==> src/rtl/mon_pkg.sv <==
package mon_pkg;
    typedef enum logic [2:0] {
        ST_RESET,
        ST_USER,
        ST_BREAK,
        ST_GAP,
        ST_DONE,
        ST_READY
    } mon_state_t;

    localparam int         BRK_BITS   = 10;
    localparam logic [7:0] MON_PAGE   = 8'hFE;
    localparam logic [7:0] USR_PAGE   = 8'hFF;
    localparam logic [7:0] VEC_LO_MIN = 8'hFA;
endpackage

==> src/rtl/mon_bit_timer.sv <==
module mon_bit_timer #(
    parameter int DIV_W = 8,
    parameter int CNT_W = 4
) (
    input  logic             clk,
    input  logic             rst_n,
    input  logic             en,
    input  logic [DIV_W-1:0] div,
    output logic             tick,
    output logic [CNT_W-1:0] bits
);
    logic [DIV_W-1:0] cyc;

    assign tick = en && (cyc == div);

    always_ff @(posedge clk) begin
        if (!rst_n || !en) begin
            cyc  <= '0;
            bits <= '0;
        end else if (tick) begin
            cyc  <= '0;
            bits <= bits + 1'b1;
        end else begin
            cyc  <= cyc + 1'b1;
        end
    end


    tick_wrap_chk: assert property (@(posedge clk) disable iff (!rst_n)
        tick |=> (cyc == '0));
endmodule

==> src/rtl/mon_vec_remap.sv <==
module mon_vec_remap #(
    parameter int ADDR_W = 16
) (
    input  logic              active,
    input  logic [ADDR_W-1:0] addr_in,
    output logic [ADDR_W-1:0] addr_out
);
    import mon_pkg::*;

    logic is_vec;

    always_comb begin
        is_vec = (addr_in[ADDR_W-1:8] == {{(ADDR_W-16){1'b0}}, USR_PAGE})
              && (addr_in[7:0] >= VEC_LO_MIN);
        addr_out = addr_in;
        if (active && is_vec) begin
            addr_out[15:8] = MON_PAGE;
        end
    end
endmodule

==> src/rtl/mon_clk_div.sv <==
module mon_clk_div (
    input  logic clk,
    input  logic rst_n,
    input  logic bypass,
    output logic bus_ce
);
    logic ph;

    always_ff @(posedge clk) begin
        if (!rst_n) ph <= 1'b0;
        else        ph <= ~ph;
    end

    assign bus_ce = bypass ? 1'b1 : ph;


    div_alt_chk: assert property (@(posedge clk) disable iff (!rst_n)
        (!bypass && $past(!bypass) && $past(rst_n)) |-> (bus_ce != $past(bus_ce)));
endmodule

==> src/rtl/mon_entry_ctrl.sv <==
module mon_entry_ctrl #(
    parameter int DIV_W  = 8,
    parameter int ADDR_W = 16
) (
    input  logic              clk,
    input  logic              rst_n,
    input  logic              hv_det,
    input  logic              clk_byp_n,
    input  logic              swi_evt,
    input  logic              cfg_wdog_en,
    input  logic [DIV_W-1:0]  bit_div,
    input  logic [ADDR_W-1:0] vec_addr_in,
    output logic [ADDR_W-1:0] vec_addr_out,
    output logic              mon_active,
    output logic              wdog_en,
    output logic              bus_ce,
    output logic              div_bypassed,
    output logic              txd,
    output logic              brk_done
);
    import mon_pkg::*;

    localparam int CNT_W = $clog2(BRK_BITS + 1);

    mon_state_t       state, nxt;
    logic             hv_q, byp_q;
    logic             tmr_en, tmr_tick;
    logic [CNT_W-1:0] tmr_bits;

    // Strap capture: transparent during reset, frozen after release.
    always_ff @(posedge clk) begin
        if (!rst_n) begin
            hv_q  <= hv_det;
            byp_q <= clk_byp_n;
        end
    end

    // State register
    always_ff @(posedge clk) begin
        if (!rst_n) state <= ST_RESET;
        else        state <= nxt;
    end

    // Next state
    always_comb begin
        nxt = state;
        unique case (state)
            ST_RESET: nxt = hv_q ? ST_BREAK : ST_USER;
            ST_USER:  if (swi_evt) nxt = ST_BREAK;
            ST_BREAK: if (tmr_tick && tmr_bits == CNT_W'(BRK_BITS - 1)) nxt = ST_GAP;
            ST_GAP:   if (tmr_tick) nxt = ST_DONE;
            ST_DONE:  nxt = ST_READY;
            ST_READY: nxt = ST_READY;
            default:  nxt = ST_RESET;
        endcase
    end

    // Outputs
    always_comb begin
        mon_active = 1'b0;
        txd        = 1'b1;
        brk_done   = 1'b0;
        tmr_en     = 1'b0;
        unique case (state)
            ST_RESET, ST_USER: ;
            ST_BREAK: begin mon_active = 1'b1; txd = 1'b0; tmr_en = 1'b1; end
            ST_GAP:   begin mon_active = 1'b1; tmr_en = 1'b1; end
            ST_DONE:  begin mon_active = 1'b1; brk_done = 1'b1; end
            ST_READY: mon_active = 1'b1;
            default:  ;
        endcase
        wdog_en      = (mon_active && hv_q) ? 1'b0 : cfg_wdog_en;
        div_bypassed = mon_active && !byp_q;
    end

    mon_bit_timer #(.DIV_W(DIV_W), .CNT_W(CNT_W)) i_timer (
        .clk(clk), .rst_n(rst_n), .en(tmr_en), .div(bit_div),
        .tick(tmr_tick), .bits(tmr_bits)
    );

    mon_vec_remap #(.ADDR_W(ADDR_W)) i_remap (
        .active(mon_active), .addr_in(vec_addr_in), .addr_out(vec_addr_out)
    );

    mon_clk_div i_clkdiv (
        .clk(clk), .rst_n(rst_n), .bypass(div_bypassed), .bus_ce(bus_ce)
    );


    strap_hold_chk: assert property (@(posedge clk) disable iff (!rst_n)
        $past(rst_n) |-> ($stable(hv_q) && $stable(byp_q)));


    mon_sticky_chk: assert property (@(posedge clk) disable iff (!rst_n)
        mon_active |=> mon_active);


    entry_low_chk: assert property (@(posedge clk) disable iff (!rst_n)
        $rose(mon_active) |-> !txd);


    done_pulse_chk: assert property (@(posedge clk) disable iff (!rst_n)
        brk_done |=> (!brk_done && txd));
endmodule

==> config.mk <==
export PLATFORM = sky130hd
export DESIGN_NAME = mon_entry_ctrl
export DESIGN_NICKNAME = d
export VERILOG_FILES = /design/src/rtl/mon_pkg.sv /design/src/rtl/mon_bit_timer.sv /design/src/rtl/mon_vec_remap.sv /design/src/rtl/mon_clk_div.sv /design/src/rtl/mon_entry_ctrl.sv
export SDC_FILE = /design/constraint.sdc
export NUM_CORES = 1
export LEC_CHECK = 0
export ABC_AREA = 1
export BUFFER_PORTS_ARGS = -buffer_cell sky130_fd_sc_hd__buf_2
export CORE_MARGIN = 5
export CORE_UTILIZATION = 44
export DETAILED_ROUTE_END_ITERATION = 7
export PLACE_DENSITY = 0.76
export SKIP_CTS_REPAIR_TIMING = 1
export SLEW_MARGIN = 0
export SYNTH_ARGS = -nofsm -noshare
export SYNTH_HDL_FRONTEND = slang
export SYNTH_HIERARCHICAL = 1
export SYNTH_SLANG_ARGS = --single-unit
export TNS_END_PERCENT = 20
==> constraint.sdc <==
create_clock -name clk -period 1.7 [get_ports clk]
set_input_delay 0.17 -clock clk [delete_from_list [all_inputs] [get_ports clk]]
set_output_delay 0.17 -clock clk [all_outputs]
set_load 0.02 [all_outputs]
==> impl_metrics.py, run 1 <==
metrics = {
    "power": {
        "ir_worst_vdd_uv": 375,
        "p_per_area_nw_per_um2": 901,
        "leakage_uw": 0.000843,
        "p_total_uw": 1500,
    },
    "global_route": {
        "antenna_found_initial": 0,
        "grt_pass1_vias": 1091,
        "grt_max_degree": 10,
        "overflow": 0,
        "grtUsageTotal": 0.132,
        "grt_pass1_wl_mm": 4.44,
    },
    "yosys": {
        "yosys.area_share.simple": 0.401,
        "ys_types": 25,
        "muxShareOfSynthArea": 0,
        "synth_compound_area_frac": 0.0282,
        "syn-cell-area_um2": 1330,
        "seq_area_frac_synth": 0.286,
        "synth_top_family_by_area": "simple AND/OR/NAND/NOR gates",
        "synthAdderAreaFrac": 0.0470,
        "synth.avg_cell_area_um2": 6.25,
        "syn_nets": 248,
        "synth-seq-cells": 18,
        "yosysWarnings": 6,
        "synth_xor_area_frac": 0.0592,
        "synth_cells": 213,
    },
    "cts": {
        "htree_num_levels": 1,
        "root_buffer": "clkbuf_4",
        "cts.sinks": 18,
        "cts_buffers": 3,
        "clk_path_buf_depth": 2,
        "cts_tree": "done",
        "clock_latency_ns": 0.29,
        "clkTransAtPathRegs_ns": 0.10,
    },
    "worst_setup_path": {
        "crit_cells": 15,
        "crit_family": "simple AND/OR/NAND/NOR gates",
        "r2r_slack_ns": -0.04,
        "worstSetupEndpoint": "state[1]",
        "crit_fanout": 4,
        "critical_path_class": "flop to flop",
        "worst_setup_path_end_kind": "flop",
        "cp.required_ns": 1.90,
        "slowest_stage": "dfxtp_2",
        "crit_path_max_incr_delay_ns": 0.36,
        "startpoint": "state[1]",
        "reg2reg_depth": 15,
        "cp_cell_sequence": "buf_6 > ha_4 > inv_2 > a21oi_2 > nand3_2 > nor2_4 > nand2_2 > inv_4 > nand3_2 > nor2_1 > nor2_1 > nor2_2 > nand2_1 > nand2_1 > nor2_1",
        "reg2reg_to": "state[1]",
        "startpoint_type": "flop",
        "worst-path-buf-inv": 3,
        "arrival_ns": 1.94,
        "cpMostUsedCell": "nor2_1",
        "r2r_start": "state[1]",
    },
    "die": {
        "die-area_um2": 4230,
        "io_pins": 52,
        "die_y_um": 65.0,
        "die_w_um": 65.0,
        "fp.coreArea_um2": 2980,
        "rows": 20,
        "start_util": 0.447,
    },
    "run": {
        "maxCapViolations": 0,
    },
    "placement": {
        "placed_cells": 283,
        "place.port_buffers": 49,
        "routabilityCongestion": 0.818,
        "dp_hpwl_mm": 2.26,
        "post_dp_cell_area_um2": 1560,
    },
    "hold_path": {
        "hold_class": "primary input to flop",
        "hp-start": "hv_det",
        "hold_depth": 1,
    },
    "cells_and_area": {
        "layout-drive-gt1-share": 0.360,
        "fillers": 300,
        "area_delta_synth_final_pct": 25.3,
        "stdcell_area_um2": 1670,
        "nets": 295,
        "fin_util": 0.560,
        "antenna_cells": 0,
        "finalNonFillerCells": 291,
    },
    "routing": {
        "vias": 1306,
        "drt-vias-per-instance": 4.49,
        "drtIter0Drc": 34,
        "ant_nets": 0,
        "routed_wl_mm": 2.84,
        "drc": 0,
        "wl_per_cell_um": 9.75,
        "drt_first_pass_iters": 6,
    },
    "timing": {
        "finalClockSkew_ns": 0.00661,
        "hold_viol_final": 0,
        "drv_slew": 0,
        "finalWorstSetupSlack_ns": -0.0397,
        "min_period_ns": 1.74,
        "fin_tns_setup_ns": -0.0906,
        "relSlewSlack": 0.830,
        "setup_viol": 4,
        "finalCritPeriodShare": 1.02,
        "worst_pin_slew_ns": 0.254,
        "max_freq_ghz": 0.575,
        "rsz0062_at_grt": "yes",
    },
    "run_status": {
        "violations": "setup timing",
        "status": "finished with violations",
    },
}
cell families (layout without fill, tap and decap cells):
family | count (synthesis) | in the layout
buffers and inverters | 55 | 100
adders and majority gates | 5 | 5
xor gates and xnor gates | 9 | 9
DFF | 18 | 18
AOI/OAI and AO/OA | 6 | 6
and+or+nand+nor | 120 | 120
per-layer routing:
metal	up-vias	track usage	routed length, um
met2	42	0.225	1300
met1	543	0.159	1290
met3	4	0.0243	203
met4	0	0.0633	46
li1	717	-	-
met5	-	0	0
worst min path at each step:
stage / endpoint / slack [ns]
6_report: hv_q / 0.04
5_1_grt: hv_q / 0.02
4_1_cts: hv_q / 0.03
3_5_place_dp: vec_addr_out[0] / 0.34
3_3_place_gp: vec_addr_out[0] / 0.34
2_1_floorplan: byp_q / 0.27
worst reg2reg max path: stages, from the launching register on:
cell and delay, ns:
dfxtp_2 0.36, buf_6 0.10, ha_4 0.13, inv_2 0.04, a21oi_2 0.11, nand3_2 0.10, nor2_4 0.13, nand2_2 0.08
inv_4 0.06, nand3_2 0.05, nor2_1 0.11, nor2_1 0.06, nor2_2 0.14, nand2_1 0.07, nand2_1 0.06, nor2_1 0.04
final cells by class:
class	count	area [um^2]	area share
Sequential cell	18	384	0.230
Inverter	40	153	0.0915
Clock buffer	3	22.5	0.0135
Timing Repair Buffer	57	315	0.189
Tap cell	33	41.3	0.0248
Multi-Input combinational cell	140	752	0.451
power breakdown:
group	leakage, uW	total (uW)	internal (uW)	switching, uW
Clock	0.0000138	214	82.5	131
Sequential	0.000151	514	472	41.6
Combinational	0.000678	776	318	458
synthesized netlist by cell type:
cell	instances	area, um^2
dfxtp_1	16	320
ha_1	5	62.6
inv_1	36	135
a21oi_1	3	15.0
xnor2_1	4	35.0
xor2_1	5	43.8
inv_2	3	11.3
nand3_2	2	20.0
nor2_4	1	11.3
nand2_2	5	31.3
nor3b_2	1	12.5
nor2_1	38	143
edfxtp_1	2	60.1
nand4_1	1	6.26
a21boi_0	1	7.51
clkbuf_1	7	26.3
nand3b_2	1	11.3
a21oi_2	1	8.76
nor2_2	6	37.5
nand3_1	13	65.1
clkinv_2	1	5.00
nand2_1	51	191
nor3_1	1	5.00
buf_4	8	60.1
a31oi_1	1	6.26
sequential cells by signal, summed over array words and instances (netlist names):
name          flops
hv_q              1
i_clkdiv/ph       1
i_timer/bits      4
state             3
byp_q             1
i_timer/cyc       8
metrics by stage:
| stage | setup slack, ns | hold slack, ns |
|---|---|---|
| final | -0.0397 | 0.0422 |
| after detailed placement | -0.0171 | 0.340 |
| after global routing | -0.182 | 0.0202 |
| after global placement | 0.0950 | 0.340 |
| after floorplan | 0.0594 | 0.269 |
| after CTS | -0.228 | 0.0297 |
placed cells by master (no fill, tap or decap), drive strengths merged:
| cell type | netlist | routed |
|---|---|---|
| nand2 | 56 | 56 |
| clkbuf | 7 | 3 |
| nand3b | 1 | 1 |
| a21boi | 1 | 1 |
| buf | 8 | 57 |
| nor3 | 1 | 1 |
| xnor2 | 4 | 4 |
| ha | 5 | 5 |
| inv | 39 | 40 |
| nor2 | 45 | 45 |
| nand4 | 1 | 1 |
| edfxtp | 2 | 2 |
| a31oi | 1 | 1 |
| dfxtp | 16 | 16 |
| xor2 | 5 | 5 |
| nand3 | 15 | 15 |
| nor3b | 1 | 1 |
| a21oi | 4 | 4 |
No activity file was read; power rests on OpenSTA's default activity.
==> run 2: changes to the inputs <==
--- a/config.mk
+++ b/config.mk
@@ -17,4 +17,4 @@
 export SYNTH_HDL_FRONTEND = slang
 export SYNTH_HIERARCHICAL = 1
 export SYNTH_SLANG_ARGS = --single-unit
-export TNS_END_PERCENT = 20
+export TNS_END_PERCENT = 50
==> constraint.sdc (replaced) <==
create_clock -name clk -period 1.6 [get_ports clk]
set_input_delay 0.16 -clock clk [delete_from_list [all_inputs] [get_ports clk]]
set_output_delay 0.16 -clock clk [all_outputs]
set_load 0.02 [all_outputs]
==> impl_metrics.py, run 2 (synthesized netlist as in run 1, its figures left out) <==
metrics = {
    "cells_and_area": {
        "fin_util": 0.579,
        "final_cell_mix": "nand2_1 (50), buf_2 (47), nor2_1 (37), inv_1 (31), dfxtp_1 (14)",
        "area_delta_synth_final_pct": 29.5,
        "layout-drive-gt1-share": 0.376,
        "layout_commonest_cell": "nand2_1",
        "reg_top3": "i_timer/cyc x8, i_timer/bits x4, state x3",
        "stdcell_area_um2": 1720,
        "antenna_cells": 0,
        "largest_register_ffs": 8,
        "nets": 299,
        "regMostFlops": "i_timer/cyc",
    },
    "routing": {
        "drt_first_pass_iters": 4,
        "wl_per_cell_um": 9.94,
        "routed_wl_mm": 2.94,
        "drtIter0Drc": 25,
        "ant_nets": 0,
        "drc": 0,
        "drt-vias-per-instance": 4.49,
        "vias": 1329,
    },
    "hold_path": {
        "hold_class": "primary input to flop",
        "hold_depth": 1,
    },
    "power": {
        "p_per_area_nw_per_um2": 966,
        "leakage_uw": 0.000870,
        "p_total_uw": 1670,
        "ir_worst_vdd_uv": 534,
    },
    "worst_setup_path": {
        "arrival_ns": 1.92,
        "startpoint": "state[2]",
        "worstSetupEndpoint": "state[1]",
        "r2r_slack_ns": -0.11,
        "critical_path_class": "flop to flop",
        "cpMostUsedCell": "nor2_1",
        "startpoint_type": "flop",
        "reg2reg_depth": 16,
        "slowest_stage": "dfxtp_2",
        "r2r_start": "state[2]",
        "crit_path_max_incr_delay_ns": 0.34,
        "reg2reg_to": "state[1]",
        "crit_fanout": 3,
        "cp.required_ns": 1.81,
        "worst_setup_path_end_kind": "flop",
        "cp_cell_sequence": "buf_6 > inv_4 > ha_4 > inv_2 > a21oi_2 > nand3_2 > nor2_4 > nand2_2 > inv_4 > nand3_1 > nor2_1 > nor2_1 > nor2_4 > nand2_1 > nand2_1 > nor2_1",
    },
    "global_route": {
        "overflow": 0,
        "grtUsageTotal": 0.134,
        "antenna_found_initial": 0,
        "grt_pass1_wl_mm": 4.46,
        "grt_max_degree": 11,
        "grt_pass1_vias": 1121,
    },
    "die": {
        "fp.coreArea_um2": 2980,
        "die_y_um": 65.0,
        "die-area_um2": 4230,
        "start_util": 0.447,
        "rows": 20,
        "io_pins": 52,
        "die_w_um": 65.0,
    },
    "cts": {
        "root_buffer": "clkbuf_4",
        "clock_latency_ns": 0.30,
        "cts.sinks": 18,
        "clk_path_buf_depth": 2,
        "htree_num_levels": 1,
        "cts_buffers": 3,
        "clkTransAtPathRegs_ns": 0.10,
        "cts_tree": "done",
    },
    "timing": {
        "setup_viol": 5,
        "worst_pin_slew_ns": 0.233,
        "finalCritPeriodShare": 1.07,
        "fin_tns_setup_ns": -0.394,
        "drv_slew": 0,
        "finalClockSkew_ns": 0.00581,
        "finalWorstSetupSlack_ns": -0.110,
        "max_freq_ghz": 0.585,
        "min_period_ns": 1.71,
        "hold_viol_final": 0,
        "relSlewSlack": 0.845,
        "rsz0062_at_grt": "yes",
    },
    "run_status": {
        "violations": "setup timing",
        "status": "finished with violations",
    },
    "placement": {
        "routabilityCongestion": 0.814,
        "dp_hpwl_mm": 2.26,
        "place.port_buffers": 49,
        "dp_slack_ns": -0.000636,
        "post_dp_cell_area_um2": 1600,
    },
    "run": {
        "maxCapViolations": 0,
    },
}
## run 2: changes by cell type in the layout (fill, tap and decap cells not counted), sizes merged
cell	before	now
clkbuf	3	4
buf	57	61
## run 2: worst min-delay path by stage
stage	slack [ns]	end	start
floorplan	0.26	byp_q	clk_byp_n
global placement	0.32	vec_addr_out[0]	vec_addr_in[0]
detailed placement	0.32	vec_addr_out[0]	vec_addr_in[0]
CTS	0.01	hv_q	hv_det
global route	0.007	hv_q	hv_det
finish	0.03	hv_q	hv_det
## run 2: worst max-delay path: cells and delay by family, from the launching register on
kind | cells | cell delay [ns]
AND/OR/NAND/NOR | 10 | 0.75
buffers and inverters | 4 | 0.26
adder cells (fa/ha/maj) | 1 | 0.13
AO/OA/AOI/OAI | 1 | 0.13
flip-flops | 1 | 0.34
## run 2: per-layer routing
| layer | vias to the layer above | global-route usage | share of wire |
|---|---|---|---|
| li1 | 726 | - | - |
| met1 | 556 | 0.154 | 0.42 |
| met2 | 42 | 0.231 | 0.48 |
| met3 | 5 | 0.0208 | 0.078 |
| met4 | 0 | 0.0792 | 0.021 |
| met5 | - | 0 | 0 |
## run 2: power breakdown
part           switching (uW)  internal [uW]
Combinational             506            364
Clock                     146           97.4
Sequential               46.7            505
## run 2: final cells by class
type	instances	area, um^2
clock buffers	4	26.3
fillers	285	1250
well taps	33	41.3
multi-input cells	140	766
repair buffers	61	348
inverters	40	158
flip-flops and latches	18	385
## run 2: through the flow
step / cells / hold WS, ns
final: 296 / 0.0263
after global routing: 296 / 0.00652
after CTS: 291 / 0.0148
after detailed placement: 287 / 0.320
after global placement: 287 / 0.320
after floorplan: 213 / 0.259
